### src/rtl/ifc_pkg.sv
package ifc_pkg;

    typedef struct packed {
        logic       run;
        logic [1:0] sel;
        logic       tst;
        logic [3:0] gate;
    } ifc_ctrl_t;

    localparam logic [1:0] SEL_NONE = 2'b00;
    localparam logic [1:0] SEL_AM   = 2'b01;
    localparam logic [1:0] SEL_FM   = 2'b10;

endpackage

### src/rtl/ifc_edge_sync.sv
module ifc_edge_sync #(
    parameter int N_IN = 2
) (
    input  logic            clk,
    input  logic            rst_n,
    input  logic [N_IN-1:0] in_async,
    output logic [N_IN-1:0] rise
);
    for (genvar g = 0; g < N_IN; g++) begin : g_ch
        logic [2:0] sh_d, sh_q;   // [0] meta, [1] stable, [2] history

        always_comb begin
            sh_d = {sh_q[1:0], in_async[g]};
        end

        always_ff @(posedge clk or negedge rst_n) begin
            if (!rst_n) sh_q <= '0;
            else        sh_q <= sh_d;
        end

        assign rise[g] = sh_q[1] & ~sh_q[2];
    end
endmodule

### src/rtl/ifc_prescale.sv
module ifc_prescale (
    input  logic clk,
    input  logic rst_n,
    input  logic clear,
    input  logic edge_in,
    output logic pass
);
    logic phase_d, phase_q;

    always_comb begin
        phase_d = phase_q;
        if (clear)        phase_d = 1'b0;
        else if (edge_in) phase_d = ~phase_q;
    end

    always_ff @(posedge clk or negedge rst_n) begin
        if (!rst_n) phase_q <= 1'b0;
        else        phase_q <= phase_d;
    end

    // every second qualified edge passes
    assign pass = edge_in & phase_q & ~clear;
endmodule

### src/rtl/ifc_gate_timer.sv
module ifc_gate_timer #(
    parameter int TICK_CYCLES = 4500,
    parameter int GATE_W      = 4
) (
    input  logic              clk,
    input  logic              rst_n,
    input  logic              restart,
    input  logic              run,
    input  logic              hold,
    input  logic [GATE_W-1:0] code,
    output logic              expire
);
    localparam int TICK_W = (TICK_CYCLES > 1) ? $clog2(TICK_CYCLES) : 1;
    localparam logic [TICK_W-1:0] TICK_LAST = TICK_W'(TICK_CYCLES - 1);

    typedef struct packed {
        logic [TICK_W-1:0] tick;
        logic [GATE_W-1:0] ms;
    } tmr_t;

    tmr_t tm_d, tm_q;
    logic tick_end;

    assign tick_end = (tm_q.tick == TICK_LAST);
    assign expire   = run && !hold && !restart && tick_end
                      && (tm_q.ms == code - 1'b1);

    always_comb begin
        tm_d = tm_q;
        if (restart) begin
            tm_d = '0;
        end else if (hold) begin
            tm_d = tm_q;
        end else if (!run) begin
            tm_d = '0;
        end else if (tick_end) begin
            tm_d.tick = '0;
            tm_d.ms   = tm_q.ms + 1'b1;
        end else begin
            tm_d.tick = tm_q.tick + 1'b1;
        end
    end

    always_ff @(posedge clk or negedge rst_n) begin
        if (!rst_n) tm_q <= '0;
        else        tm_q <= tm_d;
    end
endmodule

### src/rtl/ifc_gated_counter.sv
module ifc_gated_counter
    import ifc_pkg::*;
#(
    parameter int TICK_CYCLES = 4500,
    parameter int COUNT_W     = 20
) (
    input  logic               clk,
    input  logic               rst_n,
    input  logic               clk_stop,
    input  logic               halt,
    input  logic               wr_en,
    input  logic [7:0]         wr_data,
    input  logic               am_in,
    input  logic               fm_in,
    output logic [7:0]         ctrl_rd,
    output logic [COUNT_W-1:0] count_rd,
    output logic               done
);
    localparam logic [COUNT_W-1:0] CNT_MAX = {COUNT_W{1'b1}};

    typedef struct packed {
        ifc_ctrl_t          ctrl;
        logic               done;
        logic [COUNT_W-1:0] count;
    } st_t;

    st_t  st_d, st_q;
    logic [1:0] rise;
    logic wr_go, start, live, fm_edge, fm_pass, expire, hit;

    assign wr_go = wr_en && !halt && !clk_stop;
    assign start = wr_go && wr_data[7];
    assign live  = st_q.ctrl.run && !halt && !clk_stop && !wr_go;

    ifc_edge_sync #(.N_IN(2)) u_sync (
        .clk      (clk),
        .rst_n    (rst_n),
        .in_async ({fm_in, am_in}),
        .rise     (rise)
    );

    assign fm_edge = live && (st_q.ctrl.sel == SEL_FM) && rise[1];

    ifc_prescale u_pre (
        .clk     (clk),
        .rst_n   (rst_n),
        .clear   (start),
        .edge_in (fm_edge),
        .pass    (fm_pass)
    );

    ifc_gate_timer #(.TICK_CYCLES(TICK_CYCLES), .GATE_W(4)) u_gate (
        .clk     (clk),
        .rst_n   (rst_n),
        .restart (start),
        .run     (st_q.ctrl.run && !clk_stop && !wr_go),
        .hold    (halt),
        .code    (st_q.ctrl.gate),
        .expire  (expire)
    );

    always_comb begin
        case (st_q.ctrl.sel)
            SEL_AM:  hit = rise[0];
            SEL_FM:  hit = fm_pass;
            default: hit = 1'b0;
        endcase
    end

    always_comb begin
        st_d = st_q;
        if (clk_stop) begin
            st_d.ctrl = '0;
        end else if (wr_go) begin
            st_d.ctrl = ifc_ctrl_t'(wr_data);
            if (wr_data[7]) begin
                st_d.count = '0;
                st_d.done  = 1'b0;
                if (wr_data[3:0] == 4'd0) begin
                    st_d.ctrl.run = 1'b0;
                    st_d.done     = 1'b1;
                end
            end
        end else if (live) begin
            if (hit && st_q.count != CNT_MAX) st_d.count = st_q.count + 1'b1;
            if (expire) begin
                st_d.ctrl.run = 1'b0;
                st_d.done     = 1'b1;
            end
        end
    end

    always_ff @(posedge clk or negedge rst_n) begin
        if (!rst_n) st_q <= '0;
        else        st_q <= st_d;
    end

    assign ctrl_rd  = st_q.ctrl;
    assign count_rd = st_q.count;
    assign done     = st_q.done;
endmodule

### config.mk
export PLATFORM = sky130hd
export DESIGN_NAME = ifc_gated_counter
export DESIGN_NICKNAME = d
export VERILOG_FILES = /design/src/rtl/ifc_pkg.sv /design/src/rtl/ifc_edge_sync.sv /design/src/rtl/ifc_prescale.sv /design/src/rtl/ifc_gate_timer.sv /design/src/rtl/ifc_gated_counter.sv
export SDC_FILE = /design/constraint.sdc
export NUM_CORES = 1
export LEC_CHECK = 0
export BUFFER_PORTS_ARGS = -buffer_cell sky130_fd_sc_hd__buf_2
export CAP_MARGIN = 20
export CORE_ASPECT_RATIO = 0.5
export CORE_MARGIN = 5
export CORE_UTILIZATION = 55
export CTS_CLUSTER_DIAMETER = 50
export CTS_CLUSTER_SIZE = 20
export DETAILED_ROUTE_END_ITERATION = 6
export GPL_ROUTABILITY_DRIVEN = 0
export PLACE_DENSITY_LB_ADDON = 0.2
export SLEW_MARGIN = 20
export SYNTH_ARGS = -nofsm -noshare
export SYNTH_HDL_FRONTEND = slang
export SYNTH_SLANG_ARGS = --single-unit
### constraint.sdc
create_clock -name clk -period 2.4 [get_ports clk]
set_input_delay 0.24 -clock clk [delete_from_list [all_inputs] [get_ports clk]]
set_output_delay 0.24 -clock clk [all_outputs]
set_load 0.01 [all_outputs]
---- After elaboration in Yosys (flattened, before gate mapping) ----
Cells that the tools add are included.
word-level totals
  memories ................................ 0
  bits in writable memories ............... 0
  bits in latches ......................... 0
  output and inout bits ................... 29
  input bits .............................. 15
  bits in registers ....................... 53
  memory bits (read-only) ................. 0
operators by class
  equal/unequal tests ..................... 8
  $lt $le $gt $ge ......................... 0
  shift-type cells ........................ 0
  divide/modulo/power cells ............... 0
  $mul .................................... 0
  muxes and demuxes ....................... 21
  add/sub/neg operators ................... 4
  bitwise logic cells ..................... 9
  reduce and logical (&&, ||, !) cells .... 31
operators with widths
  operator                 count
  $mux W21                 3
  $mux W17                 3
  $add A20 B1 Y20 const B  1
  $mux W20                 1
  $ne A20 B20 Y1 const B   1
  $logic_and A1 B1 Y1      15
  $add A13 B1 Y13 const B  1
  $eq A13 B13 Y1 const B   1
  $mux W13                 1
  $reduce_bool A2 Y1       5
  $mux W1                  9
  $mux W8                  1
  $reduce_and A4 Y1        2
  $mux W7                  1
  $reduce_bool A3 Y1       2
  $not A1 Y1               5
  $add A4 B1 Y4 const B    1
  $and A1 B1 Y1            4
  $eq A4 B4 Y1             1
  $logic_not A1 Y1         4
  $logic_not A4 Y1         1
  $mux W4                  1
  $reduce_and A2 Y1        2
  $sub A4 B1 Y4 const B    1
  other kinds (6)          6

---- Depth between registers and ports, before layout ----
Gate-level depths: netlist of run 1.
  depth after elaboration ................. 14
  mapped depth ............................ 8
  depth with buffers taken out ............ 7

---- Hierarchy ----
A second synthesis of run 1 with hierarchy kept.
unflattened totals
  cells, all modules ...................... 339
  area, all modules ....................... 3,106.7 µm²
by module, submodules not included
  module             seq. area each (µm²)  cells each  instances  area each (µm²)
  ifc_gated_counter  725.7                 204         1          1,771.7
  ifc_gate_timer     425.4                 122         1          1,112.3
  ifc_edge_sync      150.1                 8           1          177.7
  ifc_prescale       25.0                  5           1          45.0

---- Worst setup path before layout of run 1 ----
OpenSTA, ideal clock, no wires.
  path kind ............................... reg2reg
  start point ............................. register st_q, in the netlist count_rd[0]
  end point ............................... register st_q, in the netlist count_rd[16]
  required time ........................... 2.281 ns
  stages on the path, launching flop included .. 7
  path buffers ............................ 0
  path slack .............................. 0.311 ns
  library setup time ...................... 0.119 ns
  arrival time ............................ 1.971 ns
  cell sequence ........................... dfrtp_1 -> ha_1 -> nand4_1 -> or4_4 -> nor4b_2 -> o221ai_1 -> o21a_1
between the ends
  longest elaborated chain between the ends .. 4
RTL lines
  element                                            line                     RTL
  from (decl)                                        ifc_gated_counter.sv:27  st_t st_d, st_q;
  from (signal assigned)                             ifc_gated_counter.sv:95  else st_q <= st_d;
  $add A20 B1 Y20 or $ne A20 B20 Y1 (tied branches)  ifc_gated_counter.sv:85  if (hit && st_q.count != CNT_MAX) st_d.count = st_q.count + 1'b1;
  $mux W20 or $logic_and A1 B1 Y1 (tied branches)    ifc_gated_counter.sv:85
  $mux W21 or $reduce_bool A2 Y1 (tied branches)     -
  $mux W21 or $reduce_and A4 Y1 (tied branches)      -
Several ways; a longest one is shown, not always the timed one. The select of a mux whose other input is x is not followed.
A chain may end at the register's enable or synchronous reset.

---- Final worst setup path of run 1 ----
Same ends and word-level chain as after synthesis.

==> results of run 1 <==
==> worst register-to-register path, cell delays in order, from the launching register on <==
cell	delay (ns)
dfrtp_1	0.43
ha_1	0.23
nand4_1	0.18
or4_4	0.61
nor4b_2	0.35
o221ai_1	0.17
o21a_1	0.13
==> area by class of cell <==
type | instances | area, µm²
flip-flops and latches | 53 | 1330
clock buffers | 5 | 68.8
clock inverters | 1 | 5.00
fillers | 434 | 1700
repair buffers | 56 | 313
well taps | 70 | 87.6
inverters | 10 | 37.5
multi-input cells | 214 | 1370
==> flip-flops by register name, summed over array words and instances (netlist names) <==
| signal | cells |
|---|---|
| count_rd | 20 |
| u_gate.tm_q | 17 |
| ctrl_rd | 8 |
| u_sync.g_ch.sh_q | 6 |
| done | 1 |
| u_pre.phase_q | 1 |
==> routing by layer <==
layer	GRT usage [%]	share of wire, %	vias up	wire length, µm
met2	33.7	46	59	2980
met4	5.96	0.48	0	31
met3	4.85	5.0	3	327
li1	-	-	1147	-
met1	28.9	49	1154	3150
met5	0	0	-	0
==> worst max path at each step <==
stage | startpoint | to | slack (ns) | cells after the start
after floorplan | count_rd[0] | count_rd[16] | 0.31 | 6
after global placement | clk_stop | count_rd[6] | 0.26 | 6
after detailed placement | clk_stop | count_rd[17] | 0.16 | 6
after CTS | count_rd[0] | count_rd[16] | 0.22 | 6
after global routing | count_rd[0] | count_rd[16] | 0.05 | 6
final | count_rd[0] | count_rd[16] | 0.20 | 6
==> per-stage QoR <==
stage / hold WS (ns) / setup WS (ns) / cell area, µm² / cells / utilization (%)
final: 0.0302 / 0.202 / 3210 / 409 / 65.4
after global placement: 0.332 / 0.258 / 3140 / 403 / 63.9
after floorplan: -0.0556 / 0.311 / 2780 / 286 / -
after detailed placement: 0.340 / 0.162 / 3140 / 403 / 63.9
after global routing: 0.0184 / 0.0467 / 3210 / 409 / 65.4
after CTS: 0.0271 / 0.215 / 3210 / 409 / 65.4
==> cells by family (layout without fill, tap and decap cells) <==
logic type                 after synthesis  after routing  synth area share, %
AOI/OAI and AO/OA                       61             61                 15.5
xor gates and xnor gates                18             18                 5.67
adders and majority gates                6              6                 2.70
buffers and inverters                   19             72                 2.84
DFF                                     53             53                 47.7
muxes                                    5              5                 1.80
and+or+nand+nor                        124            124                 23.8
==> power by group through the flow <==
stage	clock, mW	combinational (mW)	sequential (mW)
final	0.480	0.120	0.919
after global routing	0.519	0.138	0.922
after CTS	0.488	0.123	0.919
after detailed placement	0	0.122	0.937
after global placement	0	0.119	0.936
after floorplan	0	0.0557	0.939
==> layout by cell type, fill, tap and decap left out, types with 2 or more instances in the layout <==
cell      count
a21oi_1      19
a21oi_2       2
a31oi_1       6
a41oi_1       3
and3_1        6
buf_2        43
buf_4        13
clkbuf_8      5
dfrtp_1      53
ha_1          6
inv_1        10
mux2i_1       5
nand2_1      37
nand2b_1      2
nand3_1      20
nand3b_1      3
nand4_1       6
nand4b_1      4
nor2_1       20
nor2b_1       2
nor3_1        4
nor3b_1       2
nor4_1        4
nor4_2        2
nor4b_1       2
o211ai_1      6
o21a_1        4
o21ai_0       5
o31ai_1       2
or2_2         2
or4_1         3
xnor2_1       9
xor2_1        9
==> cells in the mapped netlist, types with 6 or more instances <==
library cell and count:
a31oi_1 6, clkbuf_1 7, and3_1 6, nand4_1 6
inv_1 10, nand2_1 37, xor2_1 9, ha_1 6
dfrtp_1 53, o211ai_1 6, nand3_1 20, a21oi_1 19
nor2_1 20, xnor2_1 9
==> impl_metrics.csv, run 1 <==
group,metric,value,unit
outcome,outcome,"finished, final reports clean",
critical_path,cp-end-kind,"flop",
detailed_routing,drt_iter0_markers,114,
floorplan,core-area,0.00491,mm²
placement,dp_hpwl,4710,µm
detailed_routing,post_drt_wl_per_cell,15.9,µm
logic_synthesis,syn_inst,286,
global_routing,grt_pass1_wl,11100,µm
logic_synthesis,synth-main-ff-cell,"dfrtp_1",
detailed_routing,route.vias.total,2363,
clocking,cts_setup_buffers,0,
pwr,internal_power,1.15,mW
pwr,pwr-share-clk,31.6,%
logic_synthesis,ys_ff_latch,53,
critical_path,path_delay_family,"simple AND/OR/NAND/NOR gates",
layout,drive_above_1_share,22.1,%
logic_synthesis,yosys_warnings,0,
clocking,holdBufCountCts,0,
floorplan,rows,18,
pwr,swShare,24.5,%
critical_path,r2r_end,"count_rd[16]",
floorplan,die_h,60.3,µm
logic_synthesis,ys_seq_area_share,47.7,%
sta,setup_viol,0,
clocking,clk_path_buf_depth,2,
critical_path,crit_slowest_cell,"or4_4",
global_routing,grt_max_degree,54,
sta,rsz0062_at_grt,"false",
layout,area_growth,15.6,%
detailed_routing,final_antenna_net_count,0,
logic_synthesis,synth_area_per_cell,9.72,µm²
logic_synthesis,synth_top_cells_by_area,"dfrtp_1 (48%), nand2_1 (5.0%), nand3_1 (3.6%)",
detailed_routing,wl,6490,µm
global_routing,grt_pass1_vias,2323,
layout,n_antenna_cell,0,
pwr,power_density,473,mW/mm²
sta,drv_slew,0,
sta,relSlewSlack,55.7,%
sta,finalCriticalPeriod,2.20,ns
logic_synthesis,synth_top_area_cell,"dfrtp_1",
sta,tns,0,ns
clocking,cts_buffers,5,
critical_path,r2r_cells,6,
logic_synthesis,synth_edf_count,0,
global_routing,grt.overflow.total,0,
global_routing,antenna_found_initial,0,
clocking,ctsResizeCount,0,
pwr,max-vdd-ir-drop,300,µV
logic_synthesis,syn-cell-area,0.00278,mm²
clocking,cts_sinks,53,
global_routing,grt_use_total,20.9,%
floorplan,ioPinCount,44,
sta,fmax,455,MHz
critical_path,path_cells,"ha_1, nand4_1, or4_4, nor4b_2, o221ai_1, o21a_1",
sta,fin_skew,0.00914,ns
hold_path,min_path_type,"in2async",
logic_synthesis,syn_nets,307,
pwr,seq_power_share,60.5,%
critical_path,cp.required,2.60,ns
logic_synthesis,synth.top_cell.area_share,47.7,%
job,drv_cap,0,
sta,hold_viol_final,0,
logic_synthesis,async_flop_share,100,%
clocking,cts.clk_slew.worst_paths,0.09,ns
logic_synthesis,synthDistinctLibCells,51,
floorplan,start_util,56.6,%
critical_path,path_buf_inv,0,
pwr,leakagePower,1.48,nW
pwr,netSwitchingPower,0.373,mW
detailed_routing,viasPerCell,5.78,
clocking,h-tree-depth,2,
critical_path,r2r-start,"count_rd[0]",
clocking,cts_tree,"done",
pwr,power,1.52,mW
critical_path,ff2ff_setup_slack,0.20,ns
clocking,clockRootBuffer,"clkbuf_8",
floorplan,die_area,0.00666,mm²
detailed_routing,drt_pre_antenna_iters,4,
floorplan,die_x,111,µm
critical_path,critPathMaxFanout,5,
layout,nNetsFinal,361,
critical_path,critPathKind,"reg2reg",
pwr,pwr-share-comb,7.9,%
clocking,clock_latency,0.31,ns
critical_path,slowest_delay,0.61,ns
critical_path,arrival,2.40,ns
sta,worst_pin_slew,0.665,ns
detailed_routing,post-route-drc-count,0,
sta,fin_crit_sh,91.6,%
critical_path,startpoint_type,"flop",
placement,portBuffers,43,
(Power assumes the default switching activity.)
==> run 2: changes to the inputs <==
--- a/config.mk
+++ b/config.mk
@@ -5,6 +5,7 @@
 export SDC_FILE = /design/constraint.sdc
 export NUM_CORES = 1
 export LEC_CHECK = 0
+export ABC_CLOCK_PERIOD_IN_PS = 2200
 export BUFFER_PORTS_ARGS = -buffer_cell sky130_fd_sc_hd__buf_2
 export CAP_MARGIN = 20
 export CORE_ASPECT_RATIO = 0.5
==> constraint.sdc (replaced) <==
create_clock -name clk -period 2.2 [get_ports clk]
set_input_delay 0.22 -clock clk [delete_from_list [all_inputs] [get_ports clk]]
set_output_delay 0.22 -clock clk [all_outputs]
set_load 0.01 [all_outputs]
==> impl_metrics.csv, run 2 (synthesized netlist as in run 1, its figures left out) <==
group,metric,value,unit
floorplan,die_x,111,µm
detailed_routing,final_antenna_net_count,0,
sta,fmax,477,MHz
pwr,seq_power_share,54.6,%
clocking,cts_buffers,5,
sta,fin_skew,0.0111,ns
layout,n_antenna_cell,0,
detailed_routing,drt_pre_antenna_iters,5,
detailed_routing,wl,6860,µm
pwr,max-vdd-ir-drop,272,µV
global_routing,grt_pass1_vias,2370,
sta,drv_slew,0,
clocking,clk_path_buf_depth,2,
clocking,cts_tree,"done",
sta,finalCriticalPeriod,2.10,ns
pwr,swShare,22.8,%
sta,setup_viol,0,
layout,mostFrequentLayoutCells,"dfrtp_1 (53), buf_2 (43), nand2_1 (37)",
layout,final_area,0.00338,mm²
pwr,internal_power,1.42,mW
sta,hold_viol_final,0,
pwr,power_density,543,mW/mm²
job,drv_cap,0,
floorplan,start_util,56.6,%
global_routing,grt.overflow.total,0,
outcome,outcome,"finished, final reports clean",
clocking,cts_sinks,53,
detailed_routing,viasPerCell,5.77,
critical_path,startpoint_type,"flop",
clocking,clockRootBuffer,"clkbuf_8",
placement,portBuffers,43,
global_routing,grt_max_degree,25,
layout,postLayoutCoreUtil,68.9,%
placement,placed_area,0.00321,mm²
critical_path,cp.required,2.45,ns
sta,relSlewSlack,69.0,%
pwr,leakagePower,1.58,nW
placement,dp_hpwl,4940,µm
critical_path,critPathMaxFanout,6,
floorplan,die_h,60.3,µm
clocking,cts.clk_slew.worst_paths,0.10,ns
global_routing,antenna_found_initial,0,
layout,nFillCells,420,
pwr,pwr-share-comb,7.7,%
floorplan,core-area,0.00491,mm²
detailed_routing,post_drt_wl_per_cell,16.2,µm
floorplan,ioPinCount,44,
clocking,clock_latency,0.31,ns
critical_path,arrival,2.34,ns
layout,layout_commonest_cell,"dfrtp_1",
detailed_routing,route.vias.total,2445,
critical_path,cp-end-kind,"flop",
detailed_routing,post-route-drc-count,0,
layout,area_growth,21.7,%
placement,pre_cts_ws,0.0768,ns
clocking,cts_setup_buffers,0,
global_routing,grt_use_total,21.9,%
floorplan,rows,18,
critical_path,critPathKind,"reg2reg",
floorplan,die_area,0.00666,mm²
detailed_routing,drt_iter0_markers,172,
global_routing,grt_pass1_wl,11600,µm
sta,worst_pin_slew,0.461,ns
pwr,pwr-share-clk,37.8,%
sta,setup_ws,0.104,ns
clocking,h-tree-depth,2,
pwr,netSwitchingPower,0.420,mW
layout,largest_reg_flops,20,
layout,drive_above_1_share,24.6,%
hold_path,min_path_type,"in2reg",
layout,nNetsFinal,374,
sta,fin_crit_sh,95.3,%
==> run 2: changes by cell type in the layout (fill, tap and decap cells not counted), sizes merged <==
| cell | previous run | this run |
|---|---|---|
| clkinv | 1 | 0 |
| bufinv | 0 | 1 |
| dlygate4sd3 | 0 | 3 |
| buf | 56 | 66 |
| clkbuf | 5 | 7 |
==> run 2: power groups by stage <==
stage	combinational [mW]	sequential, mW	clock, mW
after floorplan	0.0607	1.02	0
after global placement	0.133	1.02	0
after detailed placement	0.137	1.02	0
after CTS	0.140	1.00	0.696
after global routing	0.157	1.01	0.743
final	0.141	1.00	0.694
==> run 2: timing repair <==
item / 4_1_cts / 5_1_grt
hold buffers: 1 / 2
gates resized for setup: 0 / 3
setup endpoints to repair: 0 / 2
endpoints found under the hold margin: 9 / 2
==> run 2: cell type report <==
cell class	instances	area, µm²	share of cell area [%]
Clock inverter	1	30.0	0.888
Timing Repair Buffer	69	418	12.4
Multi-Input combinational cell	214	1400	41.3
Tap cell	70	87.6	2.59
Sequential cell	53	1330	39.2
Inverter	10	37.5	1.11
Clock buffer	7	86.3	2.55
==> run 2: critical path, cell delays in order, from the launching register on <==
cell and delay, ns:
dfrtp_1 0.47, nand4_1 0.19, buf_4 0.20, nor4_2 0.47
nand3_1 0.19, or4_1 0.43, nand3_1 0.10
==> run 2: final timing paths <==
kind                                        startpoint                      to  slack, ns  depth (start not counted)
worst min register to register  u_sync.g_ch[1].sh_q[0]  u_sync.g_ch[1].sh_q[1]       0.35                          0
worst max register to register             count_rd[8]            count_rd[15]       0.10                          6
min in group asynchronous                        rst_n          u_gate.tm_q[0]       0.30                          2
worst min-delay path                        wr_data[4]              ctrl_rd[4]       0.14                          3
max in group asynchronous                        rst_n            count_rd[12]       1.31                          3
worst max-delay path                       count_rd[8]            count_rd[15]       0.10                          6
==> run 2: routing by layer <==
layer / routed length [µm] / vias to the layer above / share of wire, % / global-route usage [%]
met1: 3230 / 1178 / 47 / 30.3
li1: - / 1177 / - / -
met3: 347 / 7 / 5.1 / 4.04
met4: 44 / 0 / 0.64 / 4.91
met5: 0 / - / 0 / 0
met2: 3240 / 83 / 47 / 36.8
==> run 2: through the flow <==
stage	hold WS, ns	std cells	power, mW	TNS (ns)
after CTS	0.0111	422	1.84	0
final	0.139	424	1.84	0
after global routing	0.133	424	1.91	-0.00449
after global placement	0.0986	413	1.15	0
after floorplan	-0.0756	286	1.09	0
after detailed placement	0.100	413	1.16	0
==> run 3: changes to the inputs <==
--- a/config.mk
+++ b/config.mk
@@ -8,9 +8,10 @@
 export ABC_CLOCK_PERIOD_IN_PS = 2200
 export BUFFER_PORTS_ARGS = -buffer_cell sky130_fd_sc_hd__buf_2
 export CAP_MARGIN = 20
-export CORE_ASPECT_RATIO = 0.5
+export CORE_ASPECT_RATIO = 0.6
 export CORE_MARGIN = 5
 export CORE_UTILIZATION = 55
+export CTS_BUF_LIST = sky130_fd_sc_hd__clkbuf_8 sky130_fd_sc_hd__clkbuf_16
 export CTS_CLUSTER_DIAMETER = 50
 export CTS_CLUSTER_SIZE = 20
 export DETAILED_ROUTE_END_ITERATION = 6
==> impl_metrics.csv, run 3 (synthesized netlist as in run 1, its figures left out) <==
group,metric,value,unit
critical_path,cp.required,2.40,ns
floorplan,start_util,55.8,%
clocking,clockRootBuffer,"clkbuf_8",
floorplan,die_area,0.00662,mm²
detailed_routing,post-route-drc-count,0,
layout,postLayoutCoreUtil,66.6,%
layout,mostFrequentLayoutCells,"dfrtp_1 (53), buf_2 (43), nand2_1 (37)",
outcome,outcome,"finished, final reports clean",
clocking,cts.clk_slew.worst_paths,0.10,ns
placement,dp_hpwl,5010,µm
global_routing,grt_max_degree,28,
clocking,h-tree-depth,2,
detailed_routing,wl,6790,µm
hold_path,min_path_type,"in2reg",
sta,fin_crit_sh,98.4,%
floorplan,die_h,65.1,µm
sta,hold_viol_final,0,
floorplan,ioPinCount,44,
global_routing,grt.overflow.total,0,
floorplan,core-area,0.00498,mm²
global_routing,grt_pass1_wl,11300,µm
floorplan,die_x,102,µm
clocking,cts_buffers,5,
pwr,power_density,513,mW/mm²
critical_path,arrival,2.37,ns
clocking,cts_sinks,53,
sta,setup_viol,0,
layout,multiInputGateArea,0.00140,mm²
layout,largest_reg_flops,20,
sta,finalCriticalPeriod,2.16,ns
layout,layout_commonest_cell,"dfrtp_1",
critical_path,cp-end-kind,"flop",
job,drv_cap,0,
critical_path,startpoint_type,"flop",
detailed_routing,route.vias.total,2438,
layout,n_antenna_cell,0,
sta,timing.hold.ws,0.137,ns
sta,tns,0,ns
sta,fin_skew,0.00842,ns
sta,fmax,462,MHz
sta,relSlewSlack,57.8,%
global_routing,grt_pass1_vias,2281,
sta,drv_slew,0,
clocking,clk_path_buf_depth,2,
layout,area_growth,19.4,%
sta,setup_ws,0.0359,ns
layout,regArea,0.00133,mm²
detailed_routing,drt_iter0_markers,124,
global_routing,antenna_found_initial,0,
detailed_routing,wl_met2,2940,µm
critical_path,critPathMaxFanout,4,
detailed_routing,route.met3.wl,452,µm
detailed_routing,post_drt_wl_per_cell,16.4,µm
layout,nNetsFinal,367,
layout,nFillCells,402,
detailed_routing,drt_pre_antenna_iters,4,
detailed_routing,final_antenna_net_count,0,
sta,worst_pin_slew,0.634,ns
detailed_routing,wl_met1,3360,µm
pwr,max-vdd-ir-drop,316,µV
global_routing,grt_use_total,21.7,%
layout,drive_above_1_share,23.6,%
critical_path,critPathKind,"reg2reg",
placement,portBuffers,43,
clocking,cts_tree,"done",
pwr,leakagePower,1.52,nW
floorplan,rows,20,
clocking,clock_latency,0.31,ns
pwr,power,1.70,mW
detailed_routing,route.top_layer_used,"met4",
placement,pre_cts_ws,0.0599,ns
detailed_routing,viasPerCell,5.90,
[run 3: cell type report]
| type | count | share of cell area [%] |
|---|---|---|
| Multi-Input combinational cell | 214 | 42.3 |
| Clock inverter | 3 | 0.641 |
| Clock buffer | 5 | 2.07 |
| Inverter | 10 | 1.13 |
| Sequential cell | 53 | 40.0 |
| Timing Repair Buffer | 62 | 11.4 |
| Tap cell | 66 | 2.49 |
[run 3: timing repair]
action / 4_1_cts / 5_1_grt
setup endpoints to repair: 0 / 16
buffers inserted: 0 / 1
resized for setup: 0 / 5
endpoints found under the hold margin: 28 / 0
hold buffers: 3 / 0
[run 3: critical path, stage by stage (launching register included)]
cell and delay (ns):
dfrtp_1 0.42, ha_2 0.24, nand4_1 0.20, or4_4 0.61, nor4b_4 0.27, o221ai_1 0.18, o21a_1 0.14
[run 3: path summary, 6_finish.rpt]
check	start	end	slack (ns)	depth (start not counted)
setup / recovery	count_rd[1]	count_rd[16]	0.04	6
setup reg to reg	count_rd[1]	count_rd[16]	0.04	6
hold reg to reg	u_sync.g_ch[0].sh_q[0]	u_sync.g_ch[0].sh_q[1]	0.36	0
min in group asynchronous	rst_n	u_sync.g_ch[0].sh_q[2]	0.46	2
hold / removal	wr_data[5]	ctrl_rd[5]	0.14	3
max in group asynchronous	rst_n	u_gate.tm_q[1]	1.17	3
[run 3: stage by stage]
| step | cell area (µm²) | std cells |
|---|---|---|
| after floorplan | 2780 | 286 |
| after global placement | 3160 | 401 |
| after detailed placement | 3160 | 401 |
| after CTS | 3280 | 412 |
| after global routing | 3320 | 413 |
| final | 3320 | 413 |
[run 3: per-layer routing]
| metal | vias up | track usage, % |
|---|---|---|
| li1 | 1157 | - |
| met1 | 1177 | 34.6 |
| met2 | 100 | 30.3 |
| met3 | 4 | 4.52 |
| met4 | 0 | 3.98 |
| met5 | - | 0 |
[run 3: where the power goes]
group	internal, mW	leakage (nW)	switching (mW)
clock network	0.227	0.0445	0.334
logic	0.0559	0.756	0.0844
registers	0.990	0.721	0.0129
